$ cat config.mk
export PLATFORM = sky130hd
export DESIGN_NAME = sp_to_hp_narrow
export DESIGN_NICKNAME = d
export VERILOG_FILES = /design/src/rtl/sp_to_hp_narrow.sv
export SDC_FILE = /design/constraint.sdc
export NUM_CORES = 1
export LEC_CHECK = 0
export ABC_AREA = 1
export CAP_MARGIN = 15
export CORE_UTILIZATION = 50
export DETAILED_ROUTE_END_ITERATION = 16
export DONT_BUFFER_PORTS = 1
export SYNTH_ARGS = -nofsm -noshare
export SYNTH_HDL_FRONTEND = slang
export SYNTH_SLANG_ARGS = --single-unit
$ cat constraint.sdc
create_clock -name clk -period 8.9 [get_ports clk]
set_input_delay 0.89 -clock clk [delete_from_list [all_inputs] [get_ports clk]]
set_output_delay 0.89 -clock clk [all_outputs]
set_load 0.01 [all_outputs]
$ cat src/rtl/sp_to_hp_narrow.sv
module sp_to_hp_narrow (
  input  logic        clk,
  input  logic        rst_n,
  input  logic        in_valid,
  input  logic [31:0] in_single,
  input  logic [1:0]  rnd_mode,
  input  logic        flush_zero,
  input  logic        default_nan,
  input  logic        alt_half,
  input  logic [7:0]  trap_en,
  output logic        out_valid,
  output logic [15:0] out_half,
  output logic [7:0]  out_flags,
  output logic        out_trap
);
  localparam int SE_W = 8;
  localparam int SF_W = 23;
  localparam int HE_W = 5;
  localparam int HF_W = 10;
  localparam int BIAS_GAP = 112;
  localparam int GRS_W = 2 * (SF_W + 1) - HF_W - 2;
  localparam int MAX_DROP = SF_W - HF_W - 1;

  localparam int X_INV = 0;
  localparam int X_OVF = 2;
  localparam int X_UNF = 3;
  localparam int X_INX = 4;
  localparam int X_DEN = 7;

  logic            sgn;
  logic [SE_W-1:0] ex;
  logic [SF_W-1:0] fr;
  assign sgn = in_single[31];
  assign ex  = in_single[30:23];
  assign fr  = in_single[22:0];

  logic exp_zero, exp_ones, frac_nz;
  assign exp_zero = (ex == '0);
  assign exp_ones = (ex == '1);
  assign frac_nz  = |fr;

  logic c_zero, c_inden, c_sub, c_inf, c_nan, c_snan;
  assign c_zero  = exp_zero && (!frac_nz || flush_zero);
  assign c_inden = exp_zero && frac_nz && flush_zero;
  assign c_sub   = exp_zero && frac_nz && !flush_zero;
  assign c_inf   = exp_ones && !frac_nz;
  assign c_nan   = exp_ones && frac_nz;
  assign c_snan  = c_nan && !fr[SF_W-1];

  logic [SF_W:0] sig;
  assign sig = {!exp_zero, fr};

  logic signed [9:0] eh;
  assign eh = $signed({2'b00, ex}) - 10'sd112;

  logic [3:0] drop;
  always_comb begin
    if (c_sub || eh <= -10'sd11) drop = 4'(MAX_DROP);
    else if (eh >= 10'sd1)       drop = 4'd0;
    else                         drop = 4'(10'sd1 - eh);
  end

  logic [GRS_W-1:0] wide;
  assign wide = {sig, {(GRS_W-SF_W-1){1'b0}}} >> drop;

  logic [HF_W:0] trunc;
  logic          rbit, stk, inx;
  assign trunc = wide[GRS_W-1 -: HF_W+1];
  assign rbit  = wide[GRS_W-HF_W-2];
  assign stk   = |wide[GRS_W-HF_W-3:0];
  assign inx   = rbit | stk;

  logic [SE_W-1:0] be0;
  assign be0 = (eh >= 10'sd1) ? SE_W'(eh) : '0;

  logic rup, to_inf;
  always_comb begin
    case (rnd_mode)
      2'd0:    begin rup = rbit && (stk || trunc[0]); to_inf = 1'b1; end
      2'd1:    begin rup = inx && !sgn;               to_inf = !sgn; end
      2'd2:    begin rup = inx && sgn;                to_inf = sgn;  end
      default: begin rup = 1'b0;                      to_inf = 1'b0; end
    endcase
  end

  logic [HF_W+1:0] sum;
  assign sum = {1'b0, trunc} + {{(HF_W+1){1'b0}}, rup};

  logic [SE_W-1:0] be1, be2;
  logic [HF_W-1:0] man;
  always_comb begin
    be1 = (rup && sum == (HF_W+2)'(1 << HF_W)) ? SE_W'(1) : be0;
    if (sum[HF_W+1]) begin
      be2 = be1 + SE_W'(1);
      man = sum[HF_W:1];
    end else begin
      be2 = be1;
      man = sum[HF_W-1:0];
    end
  end

  logic ieee_ovf, ahp_ovf, unf;
  assign ieee_ovf = (be2 >= SE_W'(31));
  assign ahp_ovf  = (be2 >= SE_W'(32));
  assign unf      = (be0 == '0) && (inx || trap_en[X_UNF]);

  logic [15:0] res;
  logic [7:0]  exc;
  always_comb begin
    res = {sgn, be2[HE_W-1:0], man};
    exc = '0;
    if (c_nan) begin
      if (alt_half)         res = {sgn, 15'h0000};
      else if (default_nan) res = 16'h7E00;
      else                  res = {sgn, 6'b111111, fr[21:13]};
      exc[X_INV] = c_snan || alt_half;
    end else if (c_inf) begin
      if (alt_half) begin
        res = {sgn, 15'h7FFF};
        exc[X_INV] = 1'b1;
      end else begin
        res = {sgn, 15'h7C00};
      end
    end else if (c_zero) begin
      res = {sgn, 15'h0000};
      exc[X_DEN] = c_inden;
    end else begin
      exc[X_UNF] = unf;
      exc[X_INX] = inx;
      if (!alt_half && ieee_ovf) begin
        res = to_inf ? {sgn, 15'h7C00} : {sgn, 15'h7BFF};
        exc[X_OVF] = 1'b1;
        exc[X_INX] = 1'b1;
      end else if (alt_half && ahp_ovf) begin
        res = {sgn, 15'h7FFF};
        exc[X_INV] = 1'b1;
        exc[X_INX] = 1'b0;
      end
    end
  end

  always_ff @(posedge clk) begin
    if (!rst_n) begin
      out_valid <= 1'b0;
      out_half  <= '0;
      out_flags <= '0;
      out_trap  <= 1'b0;
    end else begin
      out_valid <= in_valid;
      if (in_valid) begin
        out_half  <= res;
        out_flags <= exc & ~trap_en;
        out_trap  <= |(exc & trap_en);
      end
    end
  end

  AST_VALID_LATENCY: assert property (@(posedge clk) disable iff (!rst_n)
    in_valid |=> out_valid);
  AST_VALID_IDLE: assert property (@(posedge clk) disable iff (!rst_n)
    !in_valid |=> !out_valid);
  AST_FZ_FLUSH: assert property (@(posedge clk) disable iff (!rst_n)
    (in_valid && flush_zero && in_single[30:23] == 8'd0 && in_single[22:0] != 23'd0)
    |=> (out_half[14:0] == 15'd0));
  AST_AHP_NO_OVF: assert property (@(posedge clk) disable iff (!rst_n)
    (in_valid && alt_half) |=> !out_flags[2]);
  AST_TRAP_MASKED: assert property (@(posedge clk) disable iff (!rst_n)
    in_valid |=> ((out_flags & $past(trap_en)) == 8'd0));
  AST_ZERO_PASS: assert property (@(posedge clk) disable iff (!rst_n)
    (in_valid && in_single[30:0] == 31'd0)
    |=> (out_half == {$past(in_single[31]), 15'd0} && out_flags == 8'd0 && !out_trap));
  AST_OVF_INEXACT: assert property (@(posedge clk) disable iff (!rst_n)
    (in_valid && !alt_half && trap_en == 8'd0) |=> (!out_flags[2] || out_flags[4]));
  AST_DEFAULT_NAN: assert property (@(posedge clk) disable iff (!rst_n)
    (in_valid && !alt_half && default_nan && in_single[30:23] == 8'hFF && in_single[22:0] != 23'd0)
    |=> (out_half == 16'h7E00));
endmodule

==> impl_results.rst <==
.. list-table::
   :header-rows: 1

   * - Metric
     - Value
   * - Peak VDD IR
     - roughly 0.089 mV
   * - Status
     - finished, final reports clean
   * - Final antenna diode count
     - 0
   * - Clock group share of total power
     - 0.176
   * - WHS Endpoint
     - out_half[9]
   * - Number of hold violations in the final report
     - 0
   * - Share of the yosys chip area belonging to registers
     - 0.115
   * - Slowest Stage Delay on Critical Path
     - 0.56 ns
   * - Required time reported for the critical path endpoint
     - 9.07 ns
   * - Slew of the pin with the lowest slew margin
     - 0.633 ns
   * - Power density over the cells
     - 95.2 nW/um^2
   * - Number of sinks driven by the clock tree
     - 23
   * - Gate count after technology mapping
     - 723
   * - Launching element of the worst setup path
     - in_single[27]
   * - Setup violators final
     - 0
   * - Primary FF master, synth
     - dfxtp_1
   * - Cell repeated most along the worst path
     - nand2_1
   * - Net switching fraction of the power
     - 0.461
   * - Buffers and inverters on the worst path
     - 8
   * - Nets@finish
     - 763
   * - Number of filler instances in the final layout
     - around 870
   * - Detail Route Antenna Nets
     - 0
   * - Most common library cell in the layout ignoring fill and taps
     - nand2_1
   * - CTS-repair resized insts
     - 0
   * - Setup TNS
     - 0 ns
   * - Height of the die
     - 91.5 um
   * - Max Fanout on Critical Path
     - 27
   * - HPWL after detailed placement
     - 9320 um
   * - Floorplan Core Area
     - 7730 um^2
   * - Number of synthesized flops with an enable pin
     - 0
   * - Sort of element at the start of the critical path
     - primary input
   * - Net switching power figure
     - 0.000176 W
   * - Arrival time worst endpoint
     - ~7.5 ns
   * - Number of levels in the clock H-tree
     - 1
   * - Number of hold buffers added after cts
     - 0
   * - Mean number of vias per cell
     - 5.57
   * - Tightest Hold Check Type
     - reg2reg
   * - Wire length of the first global-routing pass
     - 19900 um
   * - Reg2Reg Setup Slack
     - 8.19 ns
   * - Final Slew Violations
     - 0
   * - Detailed-routed wire length on met3
     - 684 um
   * - Effective utilization at floorplan
     - 0.518
   * - Avg Synthesized Cell Area
     - approximately 5.5 um^2
   * - Fraction of the core area covered by cells at the end of the flow
     - 0.518
   * - Endpoint of the most critical register-to-register path
     - out_half[14]
   * - Number of standard-cell rows in the floorplan
     - 32
   * - Part of the total power dissipated in sequential elements
     - 0.316
   * - Chip Width
     - a little over 90 um
   * - Detailed-route DRC error count
     - 0
   * - Root Buffer Master
     - clkbuf_8
   * - GRT Residual Overflow
     - 0
   * - Shortest clock period the worst path allows after layout
     - 7.36 ns
   * - Clock slew seen by the registers of the worst setup and hold paths
     - 0.08 ns
   * - Design Power
     - around 0.00038 W
   * - Post-CTS repair timing setup buffer count
     - 0
   * - Worst slew margin
     - 0.573
   * - Number of iterations in the first detailed-routing pass
     - 5
   * - Int Power
     - 0.000205 W
   * - Total of max-cap violations
     - 0
   * - DRT iter0 DRCs
     - 334
   * - Worst slack on hold paths
     - 0.505 ns
   * - YS warnings
     - 0
   * - Clock buffer count from CTS
     - 3
   * - I/O Buffers
     - 0
   * - Post-route met1 wirelength
     - 5200 um
   * - Leak
     - 2.10 nW
   * - Highest attainable clock frequency
     - roughly 140 MHz
   * - Top library cells by usage in the layout, fill and taps aside
     - nand2_1 (222), nand3_1 (103), inv_1 (81)
   * - Combinational group share of total power
     - 0.508
   * - Skew-Pair Late Insertion Delay
     - 0.27 ns
   * - Worst setup path category
     - in2reg
   * - Critical Path Sink Type
     - register
   * - Total length of routed met2 wires
     - between 5000 and 6000 um
   * - Number of stages on the worst hold path
     - 2
   * - Post-synthesis cell area
     - about 4000 um^2
   * - Number of antenna violations at the first check in global routing
     - 0
   * - Part of the cycle the worst path needs
     - 0.827
   * - Max Root-Sink Buffers
     - 2
   * - Top-level I/O count
     - 74
   * - Synthesized flop and latch total
     - 23
   * - WL per Instance
     - 14.5 um
   * - Total wirelength of the detailed-routed design
     - 11600 um
   * - Proportion of layout cells with a drive suffix above 1
     - 0.0997
   * - Via count of the first global-routing pass
     - 4190
   * - Highest routed layer
     - met4
   * - Combined global-route utilization of all metal layers
     - 0.289
   * - Crit-path slowest cell
     - a21oi_2
   * - Maximum number of pins on one net before global-route repair
     - 28
   * - Worst Hold Launch
     - out_half[9]
   * - Via count of the routed design
     - 4479
   * - Distinct cells, synth
     - 48
   * - Area Overhead vs Synth
     - -0.125%
   * - Worst reg2reg startpoint
     - out_half[14]
   * - Full die area
     - 8380 um^2
   * - Unrepaired setup endpoints after global routing
     - no
   * - Kind of cell with the highest combined delay on the critical path
     - simple AND/OR/NAND/NOR gates
   * - Logic depth of the worst register-to-register path
     - 2
   * - Clock skew
     - 0 ns
   * - Clock tree from TritonCTS
     - done
   * - RePlAce Congestion
     - 0.899
   * - Fraction of registers with async set/reset
     - 0
power by group through the flow:
| stage | clock, W | combinational, W | sequential (W) |
|---|---|---|---|
| after floorplan | 0 | 0.000164 | 0.000121 |
| after global placement | 0 | 0.000189 | 0.000123 |
| after detailed placement | 0 | 0.000191 | 0.000123 |
| after CTS | 0.0000675 | 0.000192 | 0.000121 |
| after global routing | 0.0000718 | 0.000222 | 0.000121 |
| final | 0.0000669 | 0.000194 | 0.000120 |
cell families (layout without fill, tap and decap cells):
group	Yosys count	in the layout	share of synthesized area
other	1	3	0.000936
AO/OA/AOI/OAI	84	84	0.129
adder cells (fa/ha/maj)	12	12	0.0375
flip-flops	23	23	0.115
AND/OR/NAND/NOR	480	480	0.579
buffers and inverters	122	99	0.136
XOR/XNOR	1	1	0.00219
worst max path at each step:
stage                  endpoint  slack, ns  cells past startpoint
global placement    out_half[9]       1.46                     49
detailed placement  out_half[9]       1.33                     49
finish              out_half[9]       1.54                     49
CTS                 out_half[9]       1.61                     49
floorplan           out_half[9]       2.96                     53
global route        out_half[9]       0.76                     49
layer usage:
| metal | track usage | vias to the layer above |
|---|---|---|
| met1 | 0.383 | 2010 |
| met4 | 0.0767 | 0 |
| met3 | 0.0360 | 23 |
| met5 | 0 | - |
| li1 | - | 2315 |
| met2 | 0.489 | 131 |
worst reg2reg max path: stages, from the launching register on:
cell and delay, ns:
dfxtp_1 0.39, o21ai_0 0.09, a31oi_1 0.15
registers in the layout, indices dropped and copies added (netlist names):
name,cells
out_half,16
out_flags,5
out_trap,1
out_valid,1
synth_stat cells, types with 2 or more instances:
cell / instances / area share
a21oi_1: 24 / 0.030
clkbuf_1: 6 / 0.0056
nor4_1: 2 / 0.0031
buf_6: 5 / 0.014
nor2_4: 6 / 0.017
o21ai_0: 26 / 0.032
nor2_1: 77 / 0.072
nand2_1: 222 / 0.21
nor2_2: 5 / 0.0078
inv_2: 12 / 0.011
inv_1: 81 / 0.076
nand4_1: 23 / 0.036
nand4_2: 2 / 0.0062
nand3b_1: 3 / 0.0056
nand3_2: 8 / 0.020
a32o_1: 2 / 0.0050
dfxtp_1: 23 / 0.11
buf_4: 7 / 0.013
o21bai_1: 4 / 0.0075
o21ai_1: 5 / 0.0062
a31oi_1: 3 / 0.0047
nand3_1: 103 / 0.13
a21oi_2: 2 / 0.0044
o211ai_1: 10 / 0.019
nand2_2: 11 / 0.017
nand3_4: 5 / 0.022
ha_1: 12 / 0.037
buf_2: 8 / 0.010
nand2_4: 6 / 0.017
o31ai_1: 2 / 0.0037
final cells by class:
type	count	area, um^2	area share
clock buffers	3	41.3	0.0103
clock inverters	1	5.00	0.00125
inverters	95	358	0.0894
multi-input cells	580	3010	0.752
flip-flops and latches	23	460	0.115
well taps	102	128	0.0319
through the flow:
step / worst slack (ns) / instances / area, um^2
global placement: 1.46 / 800 / 3960
global route: 0.764 / 804 / 4000
detailed placement: 1.33 / 800 / 3960
CTS: 1.61 / 804 / 4000
finish: 1.54 / 804 / 4000
floorplan: 2.96 / 725 / 4010
No activity file was read; power rests on OpenSTA's default activity.
